File: config.mk
export PLATFORM = sky130hd
export DESIGN_NAME = rtc_wake_ctrl
export DESIGN_NICKNAME = d
export VERILOG_FILES = /design/src/rtl/rtc_wake_pkg.sv /design/src/rtl/rtc_fall_sync.sv /design/src/rtl/rtc_ram_clear.sv /design/src/rtl/rtc_wake_ctrl.sv
export SDC_FILE = /design/constraint.sdc
export NUM_CORES = 1
export LEC_CHECK = 0
export BUFFER_PORTS_ARGS = -buffer_cell sky130_fd_sc_hd__buf_2
export CAP_MARGIN = 25
export CORE_MARGIN = 1
export CORE_UTILIZATION = 25
export DETAILED_ROUTE_END_ITERATION = 6
export PLACE_DENSITY = 0.48
export SETUP_SLACK_MARGIN = 0.02
export SLEW_MARGIN = 40
export SYNTH_ARGS = -nofsm -noshare
export SYNTH_HDL_FRONTEND = slang
export SYNTH_SLANG_ARGS = --single-unit
File: constraint.sdc
create_clock -name clk -period 2.23 [get_ports clk]
set_clock_uncertainty 0.05 [all_clocks]
set_input_delay 0.446 -clock clk [delete_from_list [all_inputs] [get_ports clk]]
set_output_delay 0.446 -clock clk [all_outputs]
set_load 0.01 [all_outputs]
File: src/rtl/rtc_wake_pkg.sv
package rtc_wake_pkg;
  typedef struct packed {
    logic aux_en;
    logic clk32_en;
    logic xtal_sel;
    logic clr_en;
    logic hold_drive;
    logic clr_ie;
    logic wake_ie;
    logic kick_ie;
  } ext_ctrl_t;

  localparam logic [7:0] CTRL_RST   = 8'h40;
  localparam logic       ADDR_CTRL  = 1'b0;
  localparam logic       ADDR_FLAGS = 1'b1;
endpackage

File: src/rtl/rtc_fall_sync.sv
module rtc_fall_sync #(
  parameter int STAGES = 2
) (
  input  logic clk,
  input  logic rst_n,
  input  logic din,
  output logic fall
);
  logic [STAGES:0] q_r, q_nxt;

  always_comb q_nxt = {q_r[STAGES-1:0], din};

  always_ff @(posedge clk or negedge rst_n) begin
    if (!rst_n) q_r <= '1;
    else        q_r <= q_nxt;
  end

  assign fall = q_r[STAGES] & ~q_r[STAGES-1];
endmodule

File: src/rtl/rtc_ram_clear.sv
module rtc_ram_clear #(
  parameter int DEPTH = 114,
  parameter int AW    = $clog2(DEPTH)
) (
  input  logic          clk,
  input  logic          rst_n,
  input  logic          start,
  output logic          busy,
  output logic [AW-1:0] addr,
  output logic          done
);
  localparam logic [AW-1:0] LAST = AW'(DEPTH - 1);

  logic          busy_r, busy_nxt;
  logic [AW-1:0] cnt_r, cnt_nxt;
  logic          at_last;

  assign at_last = (cnt_r == LAST);

  always_comb begin
    busy_nxt = busy_r;
    cnt_nxt  = cnt_r;
    if (busy_r) begin
      if (at_last) busy_nxt = 1'b0;
      else         cnt_nxt  = cnt_r + AW'(1);
    end else if (start) begin
      busy_nxt = 1'b1;
      cnt_nxt  = '0;
    end
  end

  always_ff @(posedge clk or negedge rst_n) begin
    if (!rst_n) begin
      busy_r <= 1'b0;
      cnt_r  <= '0;
    end else begin
      busy_r <= busy_nxt;
      cnt_r  <= cnt_nxt;
    end
  end

  assign busy = busy_r;
  assign addr = cnt_r;
  assign done = busy_r & at_last;
endmodule

File: src/rtl/rtc_wake_ctrl.sv
module rtc_wake_ctrl
  import rtc_wake_pkg::*;
#(
  parameter int RAM_BYTES   = 114,
  parameter int SYNC_STAGES = 2,
  parameter int AW          = $clog2(RAM_BYTES)
) (
  input  logic          clk,
  input  logic          rst_n,
  input  logic          main_ok,
  input  logic          reg_wr,
  input  logic          reg_rd,
  input  logic          reg_addr,
  input  logic [7:0]    reg_wdata,
  output logic [7:0]    reg_rdata,
  input  logic          kick_n,
  input  logic          wake_evt,
  input  logic          clr_req_n,
  output logic          ram_we,
  output logic [AW-1:0] ram_addr,
  output logic [7:0]    ram_wdata,
  output logic          clr_busy,
  output logic          aux_en,
  output logic          xtal_sel,
  output logic          sqw_32k_en,
  output logic          pwr_ctl_n,
  output logic          pwr_ctl_oe,
  output logic          irq_n
);
  // reset: asserted asynchronously, released on the clock
  logic [1:0] rst_sync_r;
  logic       rst_i_n;
  always_ff @(posedge clk or negedge rst_n) begin
    if (!rst_n) rst_sync_r <= 2'b00;
    else        rst_sync_r <= {rst_sync_r[0], 1'b1};
  end
  assign rst_i_n = rst_sync_r[1];

  // pin synchronizers with falling-edge detect
  logic kick_fall, clr_fall;
  rtc_fall_sync #(.STAGES(SYNC_STAGES)) u_kick_sync (
    .clk(clk), .rst_n(rst_i_n), .din(kick_n), .fall(kick_fall));
  rtc_fall_sync #(.STAGES(SYNC_STAGES)) u_clr_sync (
    .clk(clk), .rst_n(rst_i_n), .din(clr_req_n), .fall(clr_fall));

  ext_ctrl_t ctrl_r, ctrl_nxt;
  logic      kf_r, kf_nxt, wf_r, wf_nxt, cdf_r, cdf_nxt;
  logic      on_r;
  logic      wr_ctrl, rd_clr, power_up;
  logic      seq_start, seq_busy, seq_done;
  logic      pend_wake_side, pend_any;

  assign wr_ctrl  = reg_wr & main_ok & (reg_addr == ADDR_CTRL);
  assign rd_clr   = reg_rd & main_ok & (reg_addr == ADDR_FLAGS);
  assign power_up = main_ok & ~on_r;

  assign seq_start = ctrl_r.clr_en & clr_fall;

  rtc_ram_clear #(.DEPTH(RAM_BYTES), .AW(AW)) u_clear (
    .clk(clk), .rst_n(rst_i_n), .start(seq_start),
    .busy(seq_busy), .addr(ram_addr), .done(seq_done));

  always_comb begin
    ctrl_nxt = ctrl_r;
    if (wr_ctrl)  ctrl_nxt = ext_ctrl_t'(reg_wdata);
    if (power_up) ctrl_nxt.clk32_en = 1'b1;
    kf_nxt  = (kf_r  & ~rd_clr) | kick_fall;
    wf_nxt  = (wf_r  & ~rd_clr) | wake_evt;
    cdf_nxt = (cdf_r & ~rd_clr) | seq_done;
  end

  always_ff @(posedge clk or negedge rst_i_n) begin
    if (!rst_i_n) begin
      ctrl_r <= ext_ctrl_t'(CTRL_RST);
      kf_r   <= 1'b0;
      wf_r   <= 1'b0;
      cdf_r  <= 1'b0;
      on_r   <= 1'b0;
    end else begin
      ctrl_r <= ctrl_nxt;
      kf_r   <= kf_nxt;
      wf_r   <= wf_nxt;
      cdf_r  <= cdf_nxt;
      on_r   <= main_ok;
    end
  end

  assign pend_wake_side = (ctrl_r.kick_ie & kf_r) | (ctrl_r.wake_ie & wf_r);
  assign pend_any       = pend_wake_side | (ctrl_r.clr_ie & cdf_r);

  assign pwr_ctl_n  = ~pend_wake_side;
  assign pwr_ctl_oe = main_ok | ctrl_r.hold_drive;
  assign irq_n      = ~(main_ok & pend_any);

  assign reg_rdata = (reg_addr == ADDR_FLAGS) ? {seq_busy, 4'b0000, cdf_r, wf_r, kf_r}
                                              : ctrl_r;

  assign ram_we     = seq_busy;
  assign ram_wdata  = 8'h00;
  assign clr_busy   = seq_busy;
  assign aux_en     = ctrl_r.aux_en;
  assign xtal_sel   = ctrl_r.xtal_sel;
  assign sqw_32k_en = ctrl_r.clk32_en;
endmodule

# Yosys cells after proc, flatten, opt, wreduce, memory -nomap -nowiden

Index checks and enable logic that the tools add are counted.

Flip-flop bits (word level): 28
Bits of input ports: 17
Word-level logic and storage cells: 61

Add/subtract/negate cells: 1
Eq/ne operators: 2
Multiplexer cells: 9
Bitwise logic cells: 29
Reductions and logical operators: 3

Operator list:

| operator            | number |
|---|---|
| $mux 7              | 4 |
| $and 1x1->1         | 16 |
| $mux 8              | 1 |
| $add 7x1->7 const B | 1 |
| $eq 7x7->1 const B  | 1 |
| $not 1->1           | 7 |
| $or 1x1->1          | 6 |
| $mux 1              | 4 |
| $reduce_bool 2->1   | 2 |
| $ne 2x2->1 const B  | 1 |
| $reduce_and 2->1    | 1 |

# Depth between registers and ports, before layout

Gate-level depths: netlist of the first run.

Depth in word-level cells: 5
Gate-level depth with buffers: 6
Gate-level depth less buffers: 6

# Hierarchy

From an unflattened synthesis of the first run, not the netlist that was laid out.

Cell total of the unflattened synthesis: 111
Area total of the unflattened synthesis: 1382.6 um2

By module, submodules not included:

| module        | times used | cells each | area each (um2) | sequential area each (um2) |
|---|---|---|---|---|
| rtc_wake_ctrl | 1          | 54         | 688.2           | 351.6 |
| rtc_ram_clear | 1          | 49         | 509.2           | 200.2 |
| rtc_fall_sync | 2          | 4          | 92.6            | 78.8 |

# Least setup slack after synthesis of the first run

No wires, ideal clock.

Path kind: flip-flop to flip-flop
Start: reg u_clear.cnt_r[1] (netlist: u_clear.addr[1])
End: reg u_clear.cnt_r[6] (netlist: u_clear.addr[6])
Library setup time: 0.121 ns
Arrival time: 1.316 ns
Setup slack: 0.743 ns
Cell stages (with the launch flop): 7
Cells stage by stage: dfrtp_1 inv_1 ha_1 and4bb_2 o21bai_1 a21o_1 a22o_1

Longest elaborated chain between the ends: 3
Elaborated cells between the ends (all ways): 6
Classes of those cells: add/sub: 1; eq/ne: 2; mux: 2; reduce/logical: 1

RTL lines:

| what                                       | line                                     | text |
|---|---|---|
| from (decl)                                | rtc_ram_clear.sv:15                      | `logic [AW-1:0] cnt_r, cnt_nxt;` |
| from (signal assigned)                     | rtc_ram_clear.sv:38                      | `cnt_r <= cnt_nxt;` |
| $add 7x1->7 or $eq 7x7->1 (tied branches)  | rtc_ram_clear.sv:25, rtc_ram_clear.sv:18 |  |
| $mux 7 or $ne 2x2->1 (tied branches)       | n/a                                      |  |
| $mux 7 or $reduce_and 2->1 (tied branches) | n/a                                      |  |

Parallel ways exist; a longest one is shown, timed or not. The select of a mux whose other input is x is not followed.
A chain may end at the register's enable or synchronous reset.

# Worst setup path after layout of the first run

Start: reg u_clear.busy_r (netlist: u_clear.busy)
End: out reg_rdata[7]

Longest elaborated chain between the ends: 1

RTL lines:

| what                   | line                | text |
|---|---|---|
| from (decl)            | rtc_ram_clear.sv:14 | `logic busy_r, busy_nxt;` |
| from (signal assigned) | rtc_ram_clear.sv:37 | `busy_r <= busy_nxt;` |
| $mux 8                 | rtc_wake_ctrl.sv:95 | `assign reg_rdata = (reg_addr == ADDR_FLAGS) ? {seq_busy, 4'b0000, cdf_r, wf_r, kf_r}` |
| to (decl)              | rtc_wake_ctrl.sv:15 | `output logic [7:0] reg_rdata,` |

Every way passes these cells.

==> results list, run 1 <==
- Mapped cell area: between 1000 and 1500 µm²
* Synthesized instance count: 112
* Met1 track demand over resource in global routing: 0.1402
- The die covers approximately 5700 µm².
- Met2 Usage GRT: 0.1562
- Using the TritonRoute via totals, the vias-per-cell ratio works out to just over 4.
* DIE HEIGHT: 75.18 µm
* Tightest Pin Transition: 542.6 ps
- Layout area overhead: 22.15%
- After detailed routing, the total wire length is approximately 2600 µm.
- During synthesis, Yosys emitted a total of 0 warnings.
- Data on the critical path arrives at its endpoint at roughly 1300 ps.
- Worst hold-check path type: flop to async pin
- IR drop worst, VDD: 0.3437 mV
- In the global route stage, overall resource usage came out at 0.09949.
- The routed layout has 910 vias.
- Pin placement for this block handled 48 I/O pins.
* HPWL after detailed placement: 2039 µm
- Clock sink total: 28
- Pin count of the biggest net entering global routing: 16
* Total power after layout: around 1.5 mW
- Setup repair after global routing left no endpoint under its margin.
- The critical path is of the flop to output pin type.
* Starting density of the core: 0.2605
- DRC violation total after the first TritonRoute iteration: 31
* Mean instance size in the synthesized netlist: around 12 µm²
* WP data required: between 1500 and 2000 ps
* Clock-pin slew of the registers on the worst-case setup and hold paths: 100 ps
* Wire length of the first global-routing pass: about 4200 µm
- Max capacitance violation total: 0
- The slowest stage of the critical path is the dfrtp_1 cell.
- EDFF count, synth: 0
- GRT Max-Usage Layer: met2
* Core Rows: 26
* Maximum clock insertion buffer count: 2
- Total of endpoints with negative setup slack in the final report: 0
- Clock insertion delay at the later pin of the skew report: 270 ps
- Crit path max fanout: 11
- Worst path buffer plus inverter count: 1
- Final global-route overflow total: 0
- Fraction of the cycle the final worst path needs: 0.7883
- The cell family contributing the most delay on the critical path is flip-flops.
* Final Max Tran Viols: 0
- Number of synthesized register bits: 28
- Count of buffers from port buffering: 39
* Met3 routing resource usage after global routing: 0.02008
- After detailed routing, the number of remaining DRC violations is 0.
- TritonCTS clock tree: built
* Setup TNS: 0 ps
- The critical path goes through mux2_2 > buf_2.
- Drt first pass iters: 3
* Inserted Clock Buffers: 3
* Fraction of layout instances using a drive strength above 1: 0.4737
- 0 antenna diodes ended up in the layout.
- Antenna viol nets, final: 0
- Critical path's largest stage delay: 530 ps
- Final hold violations: 0
* Root Driver: clkbuf_8
* Final Critical Period: ~1800 ps
- Of the synthesized area, sequential elements account for 0.5299.
- Leaving out fill and tap cells, the most frequent cells in the layout are buf_2, dfrtp_1, mux2_2.
- Count of fill cells added during filler insertion: approximately 550
- Buffers added to address setup during post-CTS repair amount to 0.
- At the end of routability-driven placement, the weighted congestion stood at 0.7560.
- Number of H-tree branching levels: 1
* Initial antenna violation count: 0
- The number of global-route vias before repair came to about 900.
- Die span in x: 75.18 µm
* Floorplan core area: just over 5000 µm²
- Rel. slew slack: 0.6382
- Endpoint class of the critical path: output pin
- Derived from the worst setup path, the maximum achievable clock frequency is approximately 0.57 GHz.
- The flow ran to the end, and the final reports show no timing, DRC or antenna violations.
* Total leakage power: about 0.77 nW
- WL per Instance: about 12 µm
* Most common cell after layout, fill and taps aside: buf_2
- Worst Setup Start Kind: flop
* Power Dens Cells: roughly 940 nW/µm²
- Prevailing post-synth register cell: dfrtp_1
- Asr flop ratio synth: 1.000
* Count of distinct cell types in the synthesized netlist: 32
- In the final design database the tool counted roughly 170 nets.
-- worst paths after layout --
kind                                              from                     endpoint  slack (ps)  depth (start not counted)
min reg2reg                    rst_sync_r[1]$_DFF_PN0_        ctrl_r[0]$_DFFE_PN0P_         180                          0
max in group asynchronous      rst_sync_r[1]$_DFF_PN0_  u_clr_sync.q_r[0]$_DFF_PN1_        1290                          1
max                             u_clear.busy$_DFF_PN0_                 reg_rdata[7]         470                          2
min in group clk                             clr_req_n  u_clr_sync.q_r[0]$_DFF_PN1_         220                          1
max reg2reg                u_clear.addr[1]$_DFFE_PN0P_  u_clear.addr[6]$_DFFE_PN0P_         630                          6
min                            rst_sync_r[1]$_DFF_PN0_        ctrl_r[0]$_DFFE_PN0P_         180                          0
-- sequential cells by signal, indices dropped and copies added, names as in the netlist, 2 cells and up --
| signal | count |
|---|---|
| ctrl_r | 5 |
| rst_sync_r | 2 |
| u_clear.addr | 7 |
| u_clr_sync.q_r | 3 |
| u_kick_sync.q_r | 3 |
-- Yosys cell counts (all sizes together) (2+ instances only) --
| cell | number | area, µm² |
|---|---|---|
| dfrtp | 21 | 525.5 |
| mux2 | 12 | 135.1 |
| buf | 11 | 80.07 |
| nand2 | 10 | 37.54 |
| o21ai | 8 | 40.04 |
| dfstp | 7 | 183.9 |
| inv | 6 | 22.52 |
| nand3 | 4 | 20.02 |
| nor2b | 4 | 25.02 |
| a21o | 2 | 15.01 |
| a21oi | 2 | 10.01 |
| and3 | 2 | 15.01 |
| and4bb | 2 | 28.78 |
| conb | 2 | 7.510 |
| ha | 2 | 25.02 |
| mux2i | 2 | 20.02 |
| nor2 | 2 | 7.510 |
| o22ai | 2 | 12.51 |
| xnor2 | 2 | 17.52 |
-- routing by layer --
metal  vias up  wire length [µm]
met1       434              1290
met3         2               125
met4         0                14
li1        445                 -
met5         -                 0
met2        29              1162
-- stage by stage --
stage | hold slack [ps] | util | cells | instance area [µm²] | worst slack [ps]
2_1_floorplan | 100.4 | - | 119 | 1365 | 743.3
3_3_place_gp | 177.0 | 0.3055 | 217 | 1570 | 565.9
3_5_place_dp | 185.5 | 0.3055 | 217 | 1570 | 561.2
4_1_cts | 205.5 | 0.3182 | 222 | 1635 | 455.1
5_1_grt | 197.5 | 0.3182 | 222 | 1635 | 394.6
6_report | 175.8 | 0.3182 | 222 | 1635 | 472.0
-- cell type report --
cell class,count,area (µm²),area share
Timing Repair Buffer,41,212.7,0.1301
Tap cell,70,87.58,0.05356
Inverter,6,22.52,0.01377
Clock buffer,4,55.05,0.03366
Sequential cell,28,709.4,0.4338
Multi-Input combinational cell,73,548.0,0.3351
-- power breakdown --
| part | leakage [nW] | total, mW | switching [mW] | internal, mW |
|---|---|---|---|---|
| combinational | 0.423 | 0.478 | 0.229 | 0.249 |
| sequential | 0.318 | 0.744 | 0.129 | 0.615 |
| clock | 0.0288 | 0.315 | 0.157 | 0.158 |
-- logic make-up after synthesis --
kind of cell	synth area share
buffers and inverters	0.08036
other	0.005610
xor gates and xnor gates	0.01309
AOI/OAI and AO/OA	0.09627
muxes	0.1159
and+or+nand+nor	0.1402
DFF	0.5299
adders and majority gates	0.01869
-- repair_timing --
item | CTS | global route
resized for setup | 0 | 0
endpoints found under the hold margin | 2 | 0
hold buffers | 1 | 0
Power figures use the tool's default switching activity.
==> inputs of run 2 (changes only) <==
--- a/config.mk
+++ b/config.mk
@@ -5,12 +5,13 @@
 export SDC_FILE = /design/constraint.sdc
 export NUM_CORES = 1
 export LEC_CHECK = 0
+export ABC_AREA = 1
 export BUFFER_PORTS_ARGS = -buffer_cell sky130_fd_sc_hd__buf_2
 export CAP_MARGIN = 25
 export CORE_MARGIN = 1
 export CORE_UTILIZATION = 25
 export DETAILED_ROUTE_END_ITERATION = 6
-export PLACE_DENSITY = 0.48
+export PLACE_DENSITY = 0.49
 export SETUP_SLACK_MARGIN = 0.02
 export SLEW_MARGIN = 40
 export SYNTH_ARGS = -nofsm -noshare
==> constraint.sdc (replaced) <==
create_clock -name clk -period 1.42 [get_ports clk]
set_clock_uncertainty 0.05 [all_clocks]
set_input_delay 0.284 -clock clk [delete_from_list [all_inputs] [get_ports clk]]
set_output_delay 0.284 -clock clk [all_outputs]
set_load 0.01 [all_outputs]
==> run 2 against run 1 <==
  * Synthesized cell count is 50% higher
  * Critical path depth is 4 higher
  * Non-clock buffer count is 5 higher
  * Highest routed layer unchanged
  * Power is 69% higher
  * Clock-buffer cell count stayed put
  * Wire length is 7.6% higher
  * The run now ends with setup timing left
  * Worst hold slack worse by 130 ps
  * First-iteration DRC count is 45% lower
==> results list, run 2 <==
* Total length of routed met2 wires: 1267 µm
- Most used standard cell by instance count after synthesis: nand2_1
* Leading post-synthesis cells by cell area: dfrtp_1, nand2_1, dfstp_2
- The detailed router finished its first iteration with 17 violations.
- Largest register FFs: 7
- The analysis attributes to cell leakage a power of approximately 0.95 nW.
* Drt first pass iters: 3
- Starting density of the core: 0.2644
- Dividing the detail-routed via count by the number of cells gives 3.891.
* IR drop worst, VDD: ~0.75 mV
- Unrepaired setup endpoints after global routing: yes
- CP dominant cell by count: nand2_1
- A synthesized cell averages 8.192 µm².
- After detailed routing, the met3 layer carries between 100 and 150 µm of wire.
- Yosys Warn Count: 0
- The region available for standard cell placement spans ~5200 µm².
* Number of cells traversed by the worst register-to-register path: 8
* Cell type with the highest aggregate area in the netlist: dfrtp_1
* WL per Instance: between 9 and 10 µm
* Maximum clock insertion buffer count: 2
* Number of synthesized register bits: 28
- Initial antenna violation count: 0
* Fraction of the yosys area taken by sequential cells: 0.5155
- EDFF count, synth: 0
- Most common cell after layout, fill and taps aside: nand2_1
- In the layout the commonest cells are nand2_1, buf_2, inv_1.
- Adding up every negative setup slack in the final design gives -20.35 ps.
* TritonCTS clock tree: built
* Number of H-tree branching levels: 1
- Walking the worst path, the cells encountered are inv_2 > o22ai_2 > inv_1 > nand2_1 > nand2_1 > buf_2.
- Seq pwr share: 0.450
- The finished cells cover 1755 µm².
* Switching part of the total power: 0.3742
- In this run the remaining antenna-violating nets after routing total 0.
- In this design, the stage delay of the slowest critical-path cell is ~350 ps.
- Final global-route overflow total: 0
* Commonest cells in the synthesized netlist: nand2_1, inv_1, dfrtp_1
- Worst endpoint data arrival time: 1110 ps
- Clock network fraction of total power: 0.189
- Vias in the first global route: about 1100
- Of the available clock period, the critical path in the final layout requires 1.014.
- For this design, the slowest cell found on the critical path is dfrtp_1.
* Post-DP Area: around 1600 µm²
- Clock sink total: 28
- Reg-to-reg critical path endpoint: u_clear.addr[2]$_DFFE_PN0P_
- After synthesis the cells add up to about 1400 µm².
- Worst setup slack before clock tree synthesis: roughly 86 ps
- Post-Route Hold Slack: around 50 ps
- Termination of the worst setup path: irq_n
- The final hold violation count was 0.
* Crit Reg-Reg Startpoint: u_clear.addr[1]$_DFFE_PN0P_
- Signal routing reaches up to met4.
- The number of antenna diodes in the final layout is 0.
- I/O Pins: 48
- For this block, wires on met1 add up to about 1400 µm.
- Prevailing post-synth register cell: dfrtp_1
- Wire length of the first global-routing pass: 4733 µm
* Net Switching: a little under 1 mW
* Via count: roughly 1100
- Portion of total power attributed to combinational logic: 0.360
- Measured on the finished design, the core utilization comes to 0.3373.
* Total of endpoints with negative setup slack in the final report: 1
- Entering global routing, the biggest net connects 19 pins.
- The setup check on the worst reg-to-reg path leaves a slack of approximately 140 ps.
* Status: finished with violations
* Max Fclk: slightly below 0.7 GHz
* Area share of the leading cell type in the synthesized netlist: 0.3818
- The critical path is of the flop to output pin type.
- DIE HEIGHT: 76.20 µm
- Final Critical Period: roughly 1400 ps
- Fraction of layout instances using a drive strength above 1: 0.3738
- The tree is rooted in a clkbuf_8.
- Count of distinct cell types in the synthesized netlist: 24
- The number of slew-limit violations in the final report is 0.
* Layout area overhead: 27.55%
- Synthesized instance count: 168
* Power Dens Cells: ~1500 nW/µm²
- Routability-driven placement finished with a final weighted congestion of between 0.7 and 0.8.
- For the worst-skew pair, the clock arrives at the later sink with an insertion delay of 270 ps.
- Along the worst path, the maximum fanout reaches 3.
- The internal portion of the total power is between 1.5 and 2 mW.
- Net count reported at finish: 234
- Failing checks: setup timing
- After detailed routing, the number of remaining DRC violations is 0.
- Clock-pin slew of the registers on the worst-case setup and hold paths: 90 ps
- In the global route stage, overall resource usage came out at 0.1028.
- The routed design has about 2800 µm of wire.
- STA classifies the critical path endpoint as an output pin.
- Die span in x: 76.20 µm
- Max capacitance violation total: 0
- CP startpoint: ctrl_r[1]$_DFFE_PN0P_
* HPWL after detailed placement: 2134 µm
- Buffers placed on the I/O ports in this run total 39.
- Core Rows: 26
* Worst Setup Start Kind: flop
- In the synthesized netlist the async set-or-reset flop fraction comes to 1.000.
- Die Area: between 5000 and 6000 µm²
- The worst hold path belongs to the class input port to flop.
* WP data required: 1090 ps
* Inserted Clock Buffers: 3
* Worst Slack Setup Final: -20.35 ps
[run 2: worst min-delay path by stage]
stage / startpoint / depth (start not counted) / slack (ps) / end
2_1_floorplan: rst_n / 0 / -60 / rst_sync_r[0]$_DFF_PN0_
3_3_place_gp: rst_n / 1 / 20 / rst_sync_r[0]$_DFF_PN0_
3_5_place_dp: rst_n / 1 / 20 / rst_sync_r[0]$_DFF_PN0_
4_1_cts: kick_n / 1 / 40 / u_kick_sync.q_r[0]$_DFF_PN1_
5_1_grt: kick_n / 1 / 20 / u_kick_sync.q_r[0]$_DFF_PN1_
6_report: kick_n / 1 / 50 / u_kick_sync.q_r[0]$_DFF_PN1_
[run 2: what timing repair did]
action                                  4_1_cts  5_1_grt
hold endpoints to repair                      2        0
hold buffers                                  1        0
endpoints found under the setup margin        3       13
pin swaps                                     0        3
resized for setup                             3       17
setup buffers                                 2        2
[run 2: critical path, delay by kind of cell, from the launching register on]
family / cells / cell delay [ps]
flops: 1 / 350
simple gates: 2 / 100
buf+inv: 3 / 240
compound gates: 1 / 140
[run 2: stage by stage]
stage	cells	power, mW
after floorplan	175	1.727
after global placement	275	2.058
after detailed placement	275	2.056
after CTS	282	2.574
after global routing	284	2.829
final	284	2.592
[run 2: layout make-up]
type                       count  area (µm²)
tap                           70       87.58
multi-input combinational    108       528.0
inverter                      28       110.1
fill                         573        3450
timing repair buffer          46       262.8
sequential                    28       711.9
clock buffer                   4       55.05
[run 2: kinds of logic after synthesis]
kind of cell               count (synthesis)  synth area share
AOI/OAI and AO/OA                         16           0.06363
other                                      2          0.005457
buffers and inverters                     39            0.1436
and+or+nand+nor                           80            0.2473
DFF                                       28            0.5155
xor gates and xnor gates                   1          0.006365
adders and majority gates                  2           0.01818
[run 2: layer usage]
| metal | global-route usage | up-vias |
|---|---|---|
| li1 | - | 580 |
| met1 | 0.1279 | 496 |
| met2 | 0.1727 | 27 |
| met3 | 0.02994 | 2 |
| met4 | 0.02885 | 0 |
| met5 | 0 | - |
[run 2: power groups by stage]
stage | Sequential, mW | Clock [mW] | Combinational, mW
CTS | 1.16 | 0.518 | 0.896
finish | 1.17 | 0.491 | 0.934
global placement | 1.17 | 0 | 0.883
floorplan | 1.20 | 0 | 0.524
detailed placement | 1.17 | 0 | 0.883
global route | 1.20 | 0.552 | 1.07
==> inputs of run 3 (changes only) <==
--- a/config.mk
+++ b/config.mk
@@ -8,10 +8,12 @@
 export ABC_AREA = 1
 export BUFFER_PORTS_ARGS = -buffer_cell sky130_fd_sc_hd__buf_2
 export CAP_MARGIN = 25
+export CELL_PAD_IN_SITES_DETAIL_PLACEMENT = 1
+export CELL_PAD_IN_SITES_GLOBAL_PLACEMENT = 2
 export CORE_MARGIN = 1
-export CORE_UTILIZATION = 25
+export CORE_UTILIZATION = 24
 export DETAILED_ROUTE_END_ITERATION = 6
-export PLACE_DENSITY = 0.49
+export PLACE_DENSITY = 0.75
 export SETUP_SLACK_MARGIN = 0.02
 export SLEW_MARGIN = 40
 export SYNTH_ARGS = -nofsm -noshare
==> run 3 against run 2 <==
  * The run still ends with setup timing left
  * Final cell count grew 0.70%
  * Non-clock buffer count unchanged
  * Clock power up 30%
  * Via count grew 2.8%
  * Worst setup slack got worse by 28 ps
  * First-iteration DRC count is 88% higher
  * Register-to-register slack lost 40 ps
  * Clock-buffer cell count is 1 lower
  * Fmax shrank 1.9%
  * Largest power group unchanged
  * Global-route usage up 1.0 points
  * Sequential share of layout area fell by 0.087 points
  * Power rose by 4.4%
  * Highest routed layer unchanged
==> results list, run 3 (synthesis gave the netlist of run 2 again) <==
- Count of buffers from port buffering: 39
- Cell type of the slowest stage on the worst timing path: dfrtp_1
* Wire length of the first global-routing pass: approximately 5400 µm
- Critical setup path kind: flop to output pin
- In the layout the commonest cells are nand2_1, buf_2, inv_1.
* Count of fill cells added during filler insertion: approximately 680
- From bottom edge to top edge, the die measures 77.73 µm.
- Failing checks: setup timing
- After layout, the minimum clock period comes to 1469 ps.
* DRC violation count after routing: 0
* Final global-route overflow total: 0
- Top Family by Delay on Critical Path: flip-flops
* Clock sink total: 28
- Number of cells traversed by the worst register-to-register path: 8
- The number of slew-limit violations in the final report is 0.
- STA puts the critical path data required time at roughly 1100 ps.
* Layout area overhead: 27.82%
- The share of total power dissipated in combinational logic is 0.330.
- The worst register-to-register path begins at u_clear.addr[1]$_DFFE_PN0P_.
- Seq pwr share: 0.435
- The analysis attributes to net switching a power of 0.9970 mW.
* Status: finished with violations
- Summed over all cells, the static leakage comes to approximately 0.95 nW.
- The cell sitting at the root of the clock tree is a clkbuf_8.
- Multi-input gate area in the final layout: between 500 and 600 µm²
* Inserted Clock Buffers: 3
* WL per Instance: 11.17 µm
- Setup violations remaining at the end of the flow were counted as 1.
* Worst setup slack before clock tree synthesis: roughly 90 ps
* Clock-pin slew of the registers on the worst-case setup and hold paths: ~100 ps
- Vias in the first global route: 1154
- Fraction of the cycle the final worst path needs: 1.034
- The startpoint identified for the worst hold timing path is clr_req_n.
- The completed layout was analyzed and its total power is around 2.7 mW.
* Worst endpoint data arrival time: 1130 ps
- On the final layout, the worst hold slack is about 45 ps.
* Power Dens Cells: ~1500 nW/µm²
- The worst setup path is launched from a flop.
- Antenna viol nets, final: 0
- The internal power of the cells totals approximately 1.7 mW.
* Reg-to-reg critical path endpoint: u_clear.addr[2]$_DFFE_PN0P_
* IR drop worst, VDD: between 0.4 and 0.5 mV
* Number of H-tree branching levels: 1
- The die covers 6041 µm².
- The library cell used most frequently in the layout, excluding fill and tap cells, is nand2_1.
- STA classifies the critical path endpoint as an output pin.
- Worst path buffer plus inverter count: 3
- Core Rows: 27
- The initial utilization of the core area, before any placement, comes to 0.2499.
* Net count reported at finish: between 200 and 250
* Clock network fraction of total power: 0.235
- Summed over all layers, the routed wires come to approximately 3200 µm.
- Entering global routing, the biggest net connects 17 pins.
* Die span in x: between 70 and 80 µm
- In the final layout, flip-flops and latches occupy just over 700 µm².
* Floorplan core area: roughly 5500 µm²
* Setup TNS: -48.80 ps
- Via density per instance: about 4.0
- The register with the most flip-flops in the layout has 7 of them.
* TritonCTS clock tree: built
- Worst hold path endpoint: u_clr_sync.q_r[0]$_DFF_PN1_
* Worst hold-check path type: input port to flop
* Switching part of the total power: 0.3683
- The final hold violation count is 0.
- Via count: between 1000 and 1500
* Crit path max fanout: 2
- R2R Setup Slk: 100 ps
* Max capacitance violation total: 0
- CP dominant cell by count: nand2_1
- Setup repair after global routing could not meet its margin everywhere.
- No sink is reached through more buffers than the 2 on the longest clock path.
- Cell chain of the critical path: inv_2 > o22ai_2 > inv_1 > nand2_1 > nand2_1 > buf_2
* Drt first pass iters: 4
- GRT Total Usage: 0.1129
* Fraction of layout instances using a drive strength above 1: 0.3692
* Worst Hold Depth: 1
* Clock insertion delay at the later pin of the skew report: around 270 ps
- Critical path's largest stage delay: roughly 370 ps
- CP startpoint: wf_r$_DFF_PN0_
- Once routing completed, OpenROAD measured the worst setup slack at -48.80 ps.
- Routability-driven placement finished with a final weighted congestion of between 0.7 and 0.8.
* Initial antenna violation count: 0
- Max Fclk: 0.6808 GHz
- After the first detailed-routing iteration, the DRC count stood at 32.
- I/O Pins: 48
* HPWL after detailed placement: 2399 µm
- Total inserted antenna cells: 0
[run 3: layout make-up]
class / count / share of cell area
Multi-Input combinational cell: 108 / 0.2987
Tap cell: 72 / 0.05121
Clock inverter: 1 / 0.01707
Sequential cell: 28 / 0.4047
Inverter: 28 / 0.06259
Clock buffer: 3 / 0.02347
Timing Repair Buffer: 46 / 0.1422
[run 3: worst max path at each step]
stage	endpoint	slack (ps)	cells past startpoint
floorplan	u_clear.addr[6]$_DFFE_PN0P_	190	6
CTS	irq_n	-70	6
global placement	u_clear.addr[1]$_DFFE_PN0P_	100	7
detailed placement	u_clear.addr[2]$_DFFE_PN0P_	90	7
global route	irq_n	-130	6
finish	irq_n	-50	6
[run 3: worst register-to-register path, cell delays in order, from the launching register on]
cell and delay, ps:
dfrtp_1 430, inv_1 70, ha_2 180, nand2_2 60, nor2_2 140, nand2_2 90, nand2_4 120, nand2_1 60
nand2_1 70
[run 3: through the flow]
step | cell area [µm²] | std cells | util
after floorplan | 1403 | 175 | -
after global placement | 1613 | 277 | 0.2929
after detailed placement | 1613 | 277 | 0.2929
after CTS | 1709 | 283 | 0.3104
after global routing | 1759 | 286 | 0.3195
final | 1759 | 286 | 0.3195
[run 3: repair_timing]
| item | CTS | global route |
|---|---|---|
| pin swaps | 0 | 4 |
| setup endpoints to repair | 4 | 12 |
| resized for setup | 6 | 13 |
| buffers inserted | 1 | 3 |
| hold endpoints to repair | 2 | 0 |
| hold buffers | 1 | 0 |
[run 3: layer usage]
| layer | wire length, µm | global-route usage | vias up |
|---|---|---|---|
| li1 | - | - | 580 |
| met1 | 1436 | 0.1413 | 532 |
| met2 | 1617 | 0.1903 | 22 |
| met3 | 110 | 0.01882 | 2 |
| met4 | 29 | 0.04906 | 0 |
| met5 | 0 | 0 | - |
[run 3: power by group through the flow]
stage	clock network [mW]	logic, mW	registers [mW]
6_report	0.636	0.892	1.18
5_1_grt	0.701	1.05	1.20
4_1_cts	0.668	0.881	1.17
3_5_place_dp	0	0.862	1.19
3_3_place_gp	0	0.851	1.18
2_1_floorplan	0	0.524	1.20
